--- config.mk ---
export PLATFORM = sky130hd
export DESIGN_NAME = prio_irq_ctrl
export DESIGN_NICKNAME = d
export VERILOG_FILES = /design/src/rtl/pic_pkg.sv /design/src/rtl/pic_cfg_regs.sv /design/src/rtl/pic_req_latch.sv /design/src/rtl/pic_prio_resolve.sv /design/src/rtl/prio_irq_ctrl.sv
export SDC_FILE = /design/constraint.sdc
export NUM_CORES = 1
export LEC_CHECK = 0
export ABC_AREA = 0
export CORE_ASPECT_RATIO = 1.1
export CORE_MARGIN = 2
export CORE_UTILIZATION = 54
export CTS_CLUSTER_DIAMETER = 30
export DETAILED_ROUTE_END_ITERATION = 7
export DONT_BUFFER_PORTS = 1
export GPL_TIMING_DRIVEN = 0
export PLACE_DENSITY = 0.69
export SLEW_MARGIN = 5
export SYNTH_ARGS = -nofsm -noshare
export SYNTH_HDL_FRONTEND = slang
export SYNTH_SLANG_ARGS = --single-unit
--- constraint.sdc ---
create_clock -name clk -period 2.9 [get_ports clk]
set_input_delay 0.145 -clock clk [delete_from_list [all_inputs] [get_ports clk]]
set_output_delay 0.145 -clock clk [all_outputs]
set_load 0.01 [all_outputs]
--- src/rtl/pic_pkg.sv ---
package pic_pkg;
  typedef enum logic [1:0] {
    CFG_RUN,
    CFG_BASE,
    CFG_CASC,
    CFG_MODE
  } cfg_st_e;

  typedef enum logic [1:0] {
    ACK_IDLE,
    ACK_ONE,
    ACK_TWO
  } ack_st_e;

  localparam logic [2:0] OP_EOI_ANY  = 3'b001;
  localparam logic [2:0] OP_EOI_LVL  = 3'b011;
endpackage

--- src/rtl/pic_cfg_regs.sv ---
module pic_cfg_regs
  import pic_pkg::*;
#(
  parameter int unsigned NUM_IRQ = 8,
  localparam int unsigned LVL_W = $clog2(NUM_IRQ)
) (
  input  logic                     clk,
  input  logic                     rst_n,
  input  logic                     reg_wr,
  input  logic                     reg_addr,
  input  logic [NUM_IRQ-1:0]       reg_wdata,
  output logic [NUM_IRQ-1:0]       imr,
  output logic [NUM_IRQ-LVL_W-1:0] base_hi,
  output logic [NUM_IRQ-1:0]       casc,
  output logic                     aeoi,
  output logic                     rd_isr,
  output logic                     init_go,
  output logic                     eoi_spec,
  output logic                     eoi_any,
  output logic [LVL_W-1:0]         eoi_lvl
);
  cfg_st_e st;
  logic    want_casc;
  logic    want_mode;
  logic    cmd_wr;
  logic    ocw_wr;

  assign cmd_wr   = reg_wr && !reg_addr;
  assign init_go  = cmd_wr && reg_wdata[4];
  assign ocw_wr   = cmd_wr && !reg_wdata[4] && !reg_wdata[3];
  assign eoi_spec = ocw_wr && (reg_wdata[7:5] == OP_EOI_LVL);
  assign eoi_any  = ocw_wr && (reg_wdata[7:5] == OP_EOI_ANY);
  assign eoi_lvl  = reg_wdata[LVL_W-1:0];

  always_ff @(posedge clk or negedge rst_n) begin
    if (!rst_n) begin
      st        <= CFG_RUN;
      imr       <= '1;
      base_hi   <= '0;
      casc      <= '0;
      aeoi      <= 1'b0;
      rd_isr    <= 1'b0;
      want_casc <= 1'b0;
      want_mode <= 1'b0;
    end else if (init_go) begin
      st        <= CFG_BASE;
      imr       <= '0;
      rd_isr    <= 1'b0;
      aeoi      <= 1'b0;
      want_casc <= ~reg_wdata[1];
      want_mode <= reg_wdata[0];
    end else if (cmd_wr) begin
      if (reg_wdata[3] && reg_wdata[1]) rd_isr <= reg_wdata[0];
    end else if (reg_wr) begin
      unique case (st)
        CFG_BASE: begin
          base_hi <= reg_wdata[NUM_IRQ-1:LVL_W];
          st      <= want_casc ? CFG_CASC : (want_mode ? CFG_MODE : CFG_RUN);
        end
        CFG_CASC: begin
          casc <= reg_wdata;
          st   <= want_mode ? CFG_MODE : CFG_RUN;
        end
        CFG_MODE: begin
          aeoi <= reg_wdata[1];
          st   <= CFG_RUN;
        end
        default: imr <= reg_wdata;
      endcase
    end
  end
endmodule

--- src/rtl/pic_req_latch.sv ---
module pic_req_latch #(
  parameter int unsigned NUM_IRQ = 8,
  localparam int unsigned LVL_W = $clog2(NUM_IRQ)
) (
  input  logic               clk,
  input  logic               rst_n,
  input  logic [NUM_IRQ-1:0] irq_in,
  input  logic               init_go,
  input  logic               clr_en,
  input  logic [LVL_W-1:0]   clr_lvl,
  output logic [NUM_IRQ-1:0] irr
);
  logic [NUM_IRQ-1:0] irq_q;
  logic [NUM_IRQ-1:0] clr_vec;

  always_comb begin
    clr_vec = '0;
    if (clr_en) clr_vec[clr_lvl] = 1'b1;
  end

  always_ff @(posedge clk or negedge rst_n) begin
    if (!rst_n) begin
      irq_q <= '0;
      irr   <= '0;
    end else begin
      irq_q <= irq_in;
      if (init_go) irr <= '0;
      else         irr <= (irr | (irq_in & ~irq_q)) & irq_in & ~clr_vec;
    end
  end
endmodule

--- src/rtl/pic_prio_resolve.sv ---
module pic_prio_resolve #(
  parameter int unsigned NUM_IRQ = 8,
  localparam int unsigned LVL_W = $clog2(NUM_IRQ)
) (
  input  logic [NUM_IRQ-1:0] irr,
  input  logic [NUM_IRQ-1:0] imr,
  input  logic [NUM_IRQ-1:0] isr,
  output logic               any_elig,
  output logic [LVL_W-1:0]   win_lvl,
  output logic               isr_any,
  output logic [LVL_W-1:0]   isr_low
);
  logic [NUM_IRQ-1:0] elig;
  int unsigned        top;

  always_comb begin
    top     = NUM_IRQ;
    isr_low = '0;
    for (int i = NUM_IRQ - 1; i >= 0; i--) begin
      if (isr[i]) begin
        top     = i;
        isr_low = LVL_W'(i);
      end
    end
    isr_any = |isr;
    for (int i = 0; i < NUM_IRQ; i++) begin
      elig[i] = irr[i] && !imr[i] && (i < top);
    end
    any_elig = |elig;
    win_lvl  = '0;
    for (int i = NUM_IRQ - 1; i >= 0; i--) begin
      if (elig[i]) win_lvl = LVL_W'(i);
    end
  end
endmodule

--- src/rtl/prio_irq_ctrl.sv ---
module prio_irq_ctrl
  import pic_pkg::*;
#(
  parameter int unsigned NUM_IRQ = 8
) (
  input  logic               clk,
  input  logic               rst_n,
  input  logic               reg_wr,
  input  logic               reg_addr,
  input  logic [NUM_IRQ-1:0] reg_wdata,
  output logic [NUM_IRQ-1:0] reg_rdata,
  input  logic [NUM_IRQ-1:0] irq_in,
  output logic               int_out,
  input  logic               int_ack,
  output logic               vec_valid,
  output logic [NUM_IRQ-1:0] vec_out,
  output logic [NUM_IRQ-1:0] cascade_cfg
);
  localparam int unsigned LVL_W = $clog2(NUM_IRQ);

  logic [NUM_IRQ-1:0]       imr_q;
  logic [NUM_IRQ-LVL_W-1:0] base_hi;
  logic                     aeoi_q;
  logic                     rd_isr;
  logic                     init_go;
  logic                     eoi_spec;
  logic                     eoi_any;
  logic [LVL_W-1:0]         eoi_lvl;
  logic [NUM_IRQ-1:0]       irr_q;
  logic [NUM_IRQ-1:0]       isr_q;
  logic [NUM_IRQ-1:0]       isr_n;
  logic                     any_elig;
  logic [LVL_W-1:0]         win_lvl;
  logic                     isr_any;
  logic [LVL_W-1:0]         isr_low;
  logic                     ack_q;
  logic                     ack_rise;
  logic                     ack_fall;
  logic                     take;
  logic                     auto_clr;
  ack_st_e                  ack_st;
  logic [LVL_W-1:0]         lvl_q;
  logic                     spur_q;

  pic_cfg_regs #(.NUM_IRQ(NUM_IRQ)) u_cfg (
    .clk      (clk),
    .rst_n    (rst_n),
    .reg_wr   (reg_wr),
    .reg_addr (reg_addr),
    .reg_wdata(reg_wdata),
    .imr      (imr_q),
    .base_hi  (base_hi),
    .casc     (cascade_cfg),
    .aeoi     (aeoi_q),
    .rd_isr   (rd_isr),
    .init_go  (init_go),
    .eoi_spec (eoi_spec),
    .eoi_any  (eoi_any),
    .eoi_lvl  (eoi_lvl)
  );

  pic_req_latch #(.NUM_IRQ(NUM_IRQ)) u_req (
    .clk    (clk),
    .rst_n  (rst_n),
    .irq_in (irq_in),
    .init_go(init_go),
    .clr_en (take && any_elig),
    .clr_lvl(win_lvl),
    .irr    (irr_q)
  );

  pic_prio_resolve #(.NUM_IRQ(NUM_IRQ)) u_res (
    .irr     (irr_q),
    .imr     (imr_q),
    .isr     (isr_q),
    .any_elig(any_elig),
    .win_lvl (win_lvl),
    .isr_any (isr_any),
    .isr_low (isr_low)
  );

  assign ack_rise = int_ack && !ack_q;
  assign ack_fall = !int_ack && ack_q;
  assign take     = (ack_st == ACK_IDLE) && ack_rise;
  assign auto_clr = (ack_st == ACK_TWO) && ack_fall && aeoi_q && !spur_q;

  always_comb begin
    isr_n = isr_q;
    if (eoi_spec)            isr_n[eoi_lvl] = 1'b0;
    if (eoi_any && isr_any)  isr_n[isr_low] = 1'b0;
    if (take && any_elig)    isr_n[win_lvl] = 1'b1;
    if (auto_clr)            isr_n[lvl_q]   = 1'b0;
    if (init_go)             isr_n          = '0;
  end

  always_ff @(posedge clk or negedge rst_n) begin
    if (!rst_n) begin
      ack_q  <= 1'b0;
      ack_st <= ACK_IDLE;
      lvl_q  <= '0;
      spur_q <= 1'b0;
      isr_q  <= '0;
    end else begin
      ack_q <= int_ack;
      isr_q <= isr_n;
      unique case (ack_st)
        ACK_IDLE: if (ack_rise) begin
          ack_st <= ACK_ONE;
          lvl_q  <= any_elig ? win_lvl : '1;
          spur_q <= !any_elig;
        end
        ACK_ONE:  if (ack_rise) ack_st <= ACK_TWO;
        default:  if (ack_fall) ack_st <= ACK_IDLE;
      endcase
    end
  end

  assign int_out   = any_elig;
  assign vec_valid = (ack_st == ACK_TWO);
  assign vec_out   = {base_hi, lvl_q};
  assign reg_rdata = reg_addr ? imr_q : (rd_isr ? isr_q : irr_q);
endmodule

==> results.cfg, run 1 <==
[timing]
finalSetupViolations = 0
worst_slew_pin_slew_ns = 0.9187
fin_crit_ns = 2.528
max_freq_ghz = 0.3956
drv_slew = 0
rsz0062_at_grt = no
fin_ws_ns = 0.3721
period_share = 0.8717
tns_ns = 0
skew_ns = 0.004345
hold_ws_ns = 0.02734
finalHoldViolations = 0
slew_headroom = 0.3789

[place]
dpl.hpwl_um = 5397
dp_slack_ns = 0.4103
place_inst = 377
dpl_cell_area_um2 = 3083
place_congestion = 0.9248
portBuffers = 0

[worst_setup_path]
max_stage_delay_ns = 0.50
critPathTopFamily = simple AND/OR/NAND/NOR gates
start_kind = flop
reg2regPathDepth = 7
cp.required_ns = 3.12
path_max_fanout = 9
crit_chain = buf_6 > or4_1 > clkbuf_2 > or3_4 > or3_1 > o221a_1 > o221a_1
worstSetupPathType = reg -> reg
ff2ff_setup_slack_ns = 0.37
end_kind = flop
path_buf_inv = 2
cp_common_cell = o221a_1
cp_data_arrival_time_ns = 2.74
timing.rr.end = isr_q[6]$_DFF_PN0_
slowest_stage = or4_1
worstReg2RegStart = isr_q[1]$_DFF_PN0_

[clocking]
clk_path_buf_depth = 2
clk_pin_slew_ns = 0.06
root_buffer = clkbuf_8
clk_latency_ns = 0.33
cts_max_level = 3
cts_tree = yes
clock_sinks = 58
cts_buffers = 9

[global_route]
grt_use_total = 0.2848
grt_first_pass_wirelength_um = 12590
antenna_found_initial = 0
grt_overflow_total = 0
grt_max_degree = 59
grt_pass1_vias = 2442

[synthesis]
yosysTopAreaCell = dfrtp_1
yosys.cell_count.top_type = dfrtp_1
yosys.area.top_type_share = 0.4186
synthCells = 302
ys_top_cells_by_count = dfrtp_1 (50), nand2_1 (37), o21ai_0 (28)
synth-edff-count = 0
syn_nets = 323
synthTopCellsByArea = dfrtp_1 (42%), dfstp_2 (7.0%), o21ai_0 (4.7%)
avgSynthCellArea_um2 = 9.898
yosysSeqAreaShare = 0.4889
async_flop_share = 1.000
ys_warn_count = 0
synth.ff_latch_count = 58
dominantRegCellSynth = dfrtp_1
ys_types = 52
synth_area_um2 = 2989

[worst_hold_path]
hp-class = in -> reg
min_path_cells = 2
worstHoldEndpoint = u_cfg.st[0]$_DFFE_PN0P_
hold_start = reg_wr

[route]
initialDrtViolationCount = 195
via_per_inst = 6.085
vias = 2495
drc = 0
firstDrtPassIters = 4
wl_um = 7887
ant_nets = 0
wire_per_inst_um = 19.24

[power_and_ir_drop]
seqPwrFrac = 0.466
p_sw_frac = 0.3628
p_switching_uw = 1040
p_leak_uw = 0.001457
power_frac_clock = 0.236
peakVddDrop_mv = 0.4531
p_comb_frac = 0.298
power.internal_uw = 1827
power_density_nw_per_um2 = 830.4

[final_layout]
area_delta_synth_final_pct = 15.53
drive_gt1_frac = 0.1522
nNetsFinal = 351
fin_cells = 410
stdcell_area_um2 = 3453
antenna_cells = 0

[die]
start_util = 0.5577
die_area_um2 = 6147
die_w_um = 74.94
design.portCount = 47
die_y_um = 82.03
coreArea_um2 = 5360
row_count = 28

[outcome]
status = finished clean

[job]
cap_viol_max_count = 0
[cells by family after synthesis]
logic type             after synthesis  share of synthesized area
AO/OA/AOI/OAI                       77                     0.1854
buffers and inverters               33                    0.05065
flip-flops                          58                     0.4889
multiplexers                        23                    0.08204
AND/OR/NAND/NOR                    111                     0.1930
[through the flow]
step	power [uW]	utilization
global placement	2124	0.5752
global route	3036	0.6443
CTS	2875	0.6443
floorplan	1923	-
finish	2868	0.6443
detailed placement	2145	0.5752
[cells in the final DEF (no fill, tap or decap), drive strengths merged, types with 10 or more instances in the layout]
cell / Yosys / routed
nor2: 17 / 17
mux2i: 11 / 11
clkbuf: 12 / 26
nand2: 37 / 37
o21ai: 28 / 28
dfrtp: 50 / 50
mux2: 12 / 12
dlygate4sd3: 0 / 16
inv: 17 / 17
a21oi: 10 / 10
[state kept, by name, indices dropped and copies added (netlist names), 2 cells and up]
register and count:
ack_st 2, u_cfg.imr 8, u_cfg.st 2, isr_q 8
lvl_q 3, u_req.irr 8, u_cfg.base_hi 5, u_req.irq_q 8
u_cfg.casc 8
[power groups by stage]
| stage | sequential [uW] | clock, uW | combinational [uW] |
|---|---|---|---|
| 2_1_floorplan | 1260 | 0 | 661 |
| 3_3_place_gp | 1340 | 0 | 787 |
| 3_5_place_dp | 1340 | 0 | 802 |
| 4_1_cts | 1330 | 696 | 849 |
| 5_1_grt | 1360 | 726 | 946 |
| 6_report | 1340 | 676 | 855 |
[cell type report]
class	count	area [um^2]
fillers	486	1907
repair buffers	17	187.7
inverters	17	63.81
multi-input cells	211	1376
clock inverters	2	10.01
clock buffers	14	172.7
flip-flops and latches	58	1461
well taps	75	93.84
plain buffers	16	87.58
[how the worst max path moves through the flow]
stage | startpoint | to | depth (start not counted)
3_5_place_dp | isr_q[1]$_DFF_PN0_ | isr_q[6]$_DFF_PN0_ | 7
6_report | isr_q[1]$_DFF_PN0_ | isr_q[6]$_DFF_PN0_ | 7
3_3_place_gp | isr_q[1]$_DFF_PN0_ | isr_q[6]$_DFF_PN0_ | 7
5_1_grt | ack_q$_DFF_PN0_ | isr_q[4]$_DFF_PN0_ | 6
4_1_cts | isr_q[1]$_DFF_PN0_ | isr_q[6]$_DFF_PN0_ | 7
2_1_floorplan | isr_q[1]$_DFF_PN0_ | isr_q[6]$_DFF_PN0_ | 7
[metal layers]
layer | wire length (um) | share of wire | vias up | GRT usage
li1 | - | - | 1163 | -
met1 | 3432 | 0.44 | 1239 | 0.3819
met2 | 3936 | 0.50 | 82 | 0.4482
met3 | 419 | 0.053 | 11 | 0.06626
met4 | 99 | 0.013 | 0 | 0.1071
met5 | 0 | 0 | - | 0
[worst register-to-register path, delay by kind of cell (launching register included)]
family	cells	cell delay, ns
AO/OA/AOI/OAI	2	0.51
buffers and inverters	2	0.31
flip-flops	1	0.37
AND/OR/NAND/NOR	3	1.21
[repair_timing]
action,CTS,global route
setup endpoints to repair,0,0
gates resized for setup,0,0
hold buffers,17,0
hold endpoints to repair,93,0
setup buffers,0,0
(Power assumes the default switching activity.)
==> run 2: changes to the inputs <==
- ABC_AREA: 0 -> 1
- CORE_MARGIN: 2 -> unset
- CORE_UTILIZATION: 54 -> 30
- PLACE_DENSITY: 0.69 -> unset
==> run 2 against run 1 <==
Utilization shrank 28 points. Sequential power is essentially flat. Final area grew 0.62%. Register-to-register slack gained 0.51 ns. Critical path depth grew 4. Synthesized cell count grew 22%. Area after synthesis shrank 0.88%. First-iteration DRC count shrank 23%. Largest cell class unchanged. Largest power group unchanged. Highest routed layer unchanged.
==> results.cfg, run 2 <==
[timing]
slew_headroom = 0.5992
finalHoldViolations = 0
period_share = 0.6969
worst_slew_pin_slew_ns = 0.6012
tns_ns = 0
drv_slew = 0
rsz0062_at_grt = no
max_freq_ghz = 0.4948
hold_ws_ns = 0.02122
fin_crit_ns = 2.021
skew_ns = 0.009160
finalSetupViolations = 0

[clocking]
clk_latency_ns = 0.34
clock_sinks = 58
cts_setup_buffers = 0
cts_buffers = 9
root_buffer = clkbuf_8
cts_tree = yes
clk_pin_slew_ns = 0.06
clk_path_buf_depth = 2
cts_max_level = 3

[global_route]
grt_max_degree = 59
antenna_found_initial = 0
grt_pass1_vias = 2623
grt_first_pass_wirelength_um = 13500
grt_overflow_total = 0
grt_use_total = 0.1687

[synthesis]
yosys.area.top_type_share = 0.4223
synthTopCellsByArea = dfrtp_1 (42%), nand2_1 (8.0%), inv_1 (7.9%)
avgSynthCellArea_um2 = 8.073
syn_nets = 388
synth-edff-count = 0
synth_area_um2 = 2963
yosysTopAreaCell = dfrtp_1
ys_warn_count = 0
async_flop_share = 1.000
yosysSeqAreaShare = 0.4932
ys_top_cells_by_count = nand2_1 (63), inv_1 (62), dfrtp_1 (50)
synth.ff_latch_count = 58
ys_types = 30
dominantRegCellSynth = dfrtp_1
synthCells = 367
yosys.cell_count.top_type = nand2_1

[place]
portBuffers = 0
dpl_cell_area_um2 = 3109
dpl.hpwl_um = 5949
place_inst = 484
place_congestion = 0.8843

[route]
via_per_inst = 5.029
firstDrtPassIters = 5
initialDrtViolationCount = 151
wire_per_inst_um = 15.45
drc = 0
vias = 2585
ant_nets = 0
wl_um = 7941

[final_layout]
final_util = 0.3661
layout_common_cells = nand2_1 (63), inv_1 (62), dfrtp_1 (50), o21ai_0 (39), a21oi_1 (30)
fillCellCount = 977
drive_gt1_frac = 0.1385
final_common_cell = nand2_1
fin_cells = 514
nNetsFinal = 413
stdcell_area_um2 = 3475
area_delta_synth_final_pct = 17.27
antenna_cells = 0

[die]
die_y_um = 106.2
start_util = 0.3122
die_area_um2 = 10280
design.portCount = 47
die_w_um = 96.76
row_count = 37
coreArea_um2 = 9490

[worst_setup_path]
end_kind = flop
slowest_stage = dfrtp_1
path_max_fanout = 8
cp_data_arrival_time_ns = 2.27
max_stage_delay_ns = 0.42
path_buf_inv = 0
start_kind = flop
critPathTopFamily = simple AND/OR/NAND/NOR gates
cp.required_ns = 3.15
worstSetupPathType = reg -> reg
crit_chain = nor2_4 > nand2_1 > a21oi_2 > nand3_1 > nand2_1 > nand3_2 > nand2_2 > nor2_2 > a21oi_4 > nand4_1 > a21oi_1
cp_common_cell = nand2_1

[outcome]
status = finished clean

[worst_hold_path]
hp-class = in -> reg

[power_and_ir_drop]
peakVddDrop_mv = 0.4548
power_density_nw_per_um2 = 998.6
p_leak_uw = 0.001609

[job]
cap_viol_max_count = 0
run 2: metal layers:
metal,GRT usage,routed length [um]
met1,0.2144,3519
met2,0.2782,3814
met3,0.04865,486
met4,0.05011,120
met5,0,0
run 2: power by group:
part	switching [uW]	total [uW]	internal [uW]
clock	318	785	467
combinational	923	1330	410
sequential	253	1350	1100
run 2: cell families after synthesis:
kind of cell	Yosys count	share of synthesized area
buffers and inverters	74	0.09375
AOI/OAI and AO/OA	97	0.1892
DFF	58	0.4932
and+or+nand+nor	138	0.2238
run 2: repair_timing:
action                                  in CTS  in global routing
hold buffers                                14                  0
gates resized for setup                      0                  0
hold endpoints to repair                    74                  0
endpoints found under the setup margin       0                  0
run 2: per-stage QoR:
step	power (uW)	worst slack [ns]
global route	3746	0.6383
global placement	2618	0.9423
detailed placement	2655	0.9031
floorplan	2343	1.213
finish	3470	0.8788
CTS	3485	0.8840
run 2: area by class of cell:
cell class / count / area (um^2) / area share
Clock inverter: 2 / 35.03 / 0.01008
Timing Repair Buffer: 14 / 157.7 / 0.04537
Tap cell: 117 / 146.4 / 0.04213
Multi-Input combinational cell: 235 / 1224 / 0.3522
Buffer: 5 / 18.77 / 0.005402
Clock buffer: 14 / 172.7 / 0.04969
Inverter: 69 / 259.0 / 0.07454
Sequential cell: 58 / 1461 / 0.4206
run 2: final timing paths:
path	startpoint	to	slack, ns	depth (start not counted)
worst min-delay path	reg_addr	u_cfg.rd_isr$_DFFE_PN0P_	0.02	2
worst min register to register	ack_st[1]$_DFFE_PN0P_	ack_st[1]$_DFFE_PN0P_	0.49	2
worst max register to register	isr_q[5]$_DFF_PN0_	isr_q[3]$_DFF_PN0_	0.88	11
worst max-delay path	isr_q[5]$_DFF_PN0_	isr_q[3]$_DFF_PN0_	0.88	11
max in group asynchronous	rst_n	u_cfg.imr[0]$_DFFE_PN1P_	2.28	2
min in group asynchronous	rst_n	u_req.irq_q[2]$_DFF_PN0_	0.30	2
==> run 3: changes to the inputs <==
- clock period: 2.9 -> 1.8 ns (I/O delays scaled with it)
==> run 3 against run 2 <==
The run now ends with setup timing left. First-iteration DRC count up 6.6%. Register-to-register slack worse by 1.1 ns. Setup slack worse by 1.1 ns. Sequential power up 61%. Worst hold slack worse by 0.015 ns. Utilization up 3.5 points. Total power up 90%. Clock skew down 0.00060 ns. Global-route usage up 0.13 points. Non-clock buffer count up 17. Final area up 9.6%. Sequential cell count unchanged. Critical path type unchanged. Largest cell class unchanged. Largest power group is now combinational cells.
==> results.cfg, run 3 (synthesis results as in run 2) <==
[worst_setup_path]
cp_common_cell = nand2_1
cp_data_arrival_time_ns = 2.24
worstSetupPathType = reg -> reg
path_max_fanout = 7
critPathTopFamily = simple AND/OR/NAND/NOR gates
slowest_stage = dfrtp_1
timing.rr.end = isr_q[4]$_DFF_PN0_
reg2regPathDepth = 15
end_kind = flop
worstReg2RegStart = isr_q[3]$_DFF_PN0_
ff2ff_setup_slack_ns = -0.20
path_buf_inv = 2
cp.required_ns = 2.03
max_stage_delay_ns = 0.43
cp.depth = 15
crit_chain = nor2_4 > nand2_8 > inv_6 > nand2_4 > nor3_4 > nand2_1 > nand2_1 > nand2_1 > nand2_1 > nand2_2 > nand2_4 > nand2_8 > buf_6 > a21oi_2 > nor2_1
start_kind = flop

[power_and_ir_drop]
power_density_nw_per_um2 = 1728
power_uw = 6578
p_leak_uw = 0.001737
peakVddDrop_mv = 0.9046

[die]
coreArea_um2 = 9490
design.portCount = 47
die_w_um = 96.76
row_count = 37
start_util = 0.3122
die_y_um = 106.2
die_area_um2 = 10280

[clocking]
cts_buffers = 9
clk_pin_slew_ns = 0.07
root_buffer = clkbuf_8
cts_max_level = 3
clock_sinks = 58
clk_path_buf_depth = 2
cts_tree = yes
clk_latency_ns = 0.35

[timing]
max_freq_ghz = 0.4996
fin_crit_ns = 2.002
finalHoldViolations = 0
rsz0062_at_grt = yes
fin_ws_ns = -0.2017
finalSetupViolations = 20
slew_headroom = 0.5868
worst_slew_pin_slew_ns = 0.6198
skew_ns = 0.008556
period_share = 1.112
drv_slew = 0

[global_route]
grt_use_total = 0.1700
grt_overflow_total = 0
antenna_found_initial = 0
grt_first_pass_wirelength_um = 13710
grt_pass1_vias = 2704
grt_max_degree = 59

[job]
cap_viol_max_count = 0

[route]
via_per_inst = 5.109
initialDrtViolationCount = 161
drc = 0
firstDrtPassIters = 4
ant_nets = 0
vias = 2713
wire_per_inst_um = 15.59
wl_um = 8276

[place]
place_congestion = 0.8843
dp_slack_ns = -0.1969
dpl_cell_area_um2 = 3109
portBuffers = 0
dpl.hpwl_um = 5949

[outcome]
status = complete, but fails checks
violations = setup timing

[final_layout]
drive_gt1_frac = 0.2464
layout_common_cells = inv_1 (61), nand2_1 (52), dfrtp_1 (50), o21ai_0 (39), a21oi_1 (24)
fillCellCount = 934
antenna_cells = 0
stdcell_area_um2 = 3807
multiInputGateArea_um2 = 1403
seq_area_um2 = 1461
area_delta_synth_final_pct = 28.50
nNetsFinal = 430
final_common_cell = inv_1

[worst_hold_path]
hold_start = reg_wdata[6]
hp-class = in -> reg
worstHoldEndpoint = u_cfg.imr[6]$_DFFE_PN1P_
min_path_cells = 2
-- run 3: how the worst max path moves through the flow --
stage / start / endpoint / slack (ns)
floorplan: isr_q[5]$_DFF_PN0_ / u_req.irr[3]$_DFF_PN0_ / 0.11
finish: isr_q[3]$_DFF_PN0_ / isr_q[4]$_DFF_PN0_ / -0.20
global placement: isr_q[5]$_DFF_PN0_ / u_req.irr[3]$_DFF_PN0_ / -0.16
CTS: isr_q[4]$_DFF_PN0_ / isr_q[4]$_DFF_PN0_ / -0.14
global route: isr_q[3]$_DFF_PN0_ / isr_q[4]$_DFF_PN0_ / -0.31
detailed placement: isr_q[5]$_DFF_PN0_ / isr_q[3]$_DFF_PN0_ / -0.20
-- run 3: stage by stage --
stage	cells	setup TNS, ns	hold WS, ns	utilization
2_1_floorplan	367	0	-0.2056	-
3_3_place_gp	484	-1.636	-0.2037	0.3276
3_5_place_dp	484	-2.128	-0.2041	0.3276
4_1_cts	524	-1.971	0.002906	0.3822
5_1_grt	531	-5.112	0.01802	0.4012
6_report	531	-2.900	0.006065	0.4012
-- run 3: area by class of cell --
| cell class | instances | share of cell area |
|---|---|---|
| timing repair buffer | 32 | 0.08018 |
| sequential | 58 | 0.3838 |
| clock inverter | 2 | 0.009201 |
| buffer | 4 | 0.003943 |
| tap | 117 | 0.03845 |
| multi-input combinational | 235 | 0.3684 |
| inverter | 69 | 0.07065 |
| clock buffer | 14 | 0.04535 |
-- run 3: worst reg2reg max path: stages (launching register included) --
cell	delay, ns
dfrtp_1	0.43
nor2_4	0.22
nand2_8	0.10
inv_6	0.08
nand2_4	0.06
nor3_4	0.19
nand2_1	0.08
nand2_1	0.07
nand2_1	0.07
nand2_1	0.08
nand2_2	0.08
nand2_4	0.10
nand2_8	0.08
buf_6	0.13
a21oi_2	0.10
nor2_1	0.05
-- run 3: report_power, final --
part	switching, uW	internal (uW)	total [uW]
clock	517	752	1270
sequential	413	1770	2180
combinational	1940	1180	3130
total	2870	3700	6580
-- run 3: timing repair --
item,4_1_cts,5_1_grt
pin swaps,11,22
setup endpoints to repair,24,20
hold endpoints to repair,86,0
setup buffers,9,7
hold buffers,16,0
cloned,0,0
gates resized for setup,20,29
-- run 3: layer usage --
| layer | GRT usage | up-vias | routed length (um) |
|---|---|---|---|
| met5 | 0 | - | 0 |
| met4 | 0.05330 | 0 | 168 |
| met3 | 0.04931 | 16 | 490 |
| met2 | 0.2822 | 88 | 4022 |
| met1 | 0.2131 | 1317 | 3595 |
| li1 | - | 1292 | - |
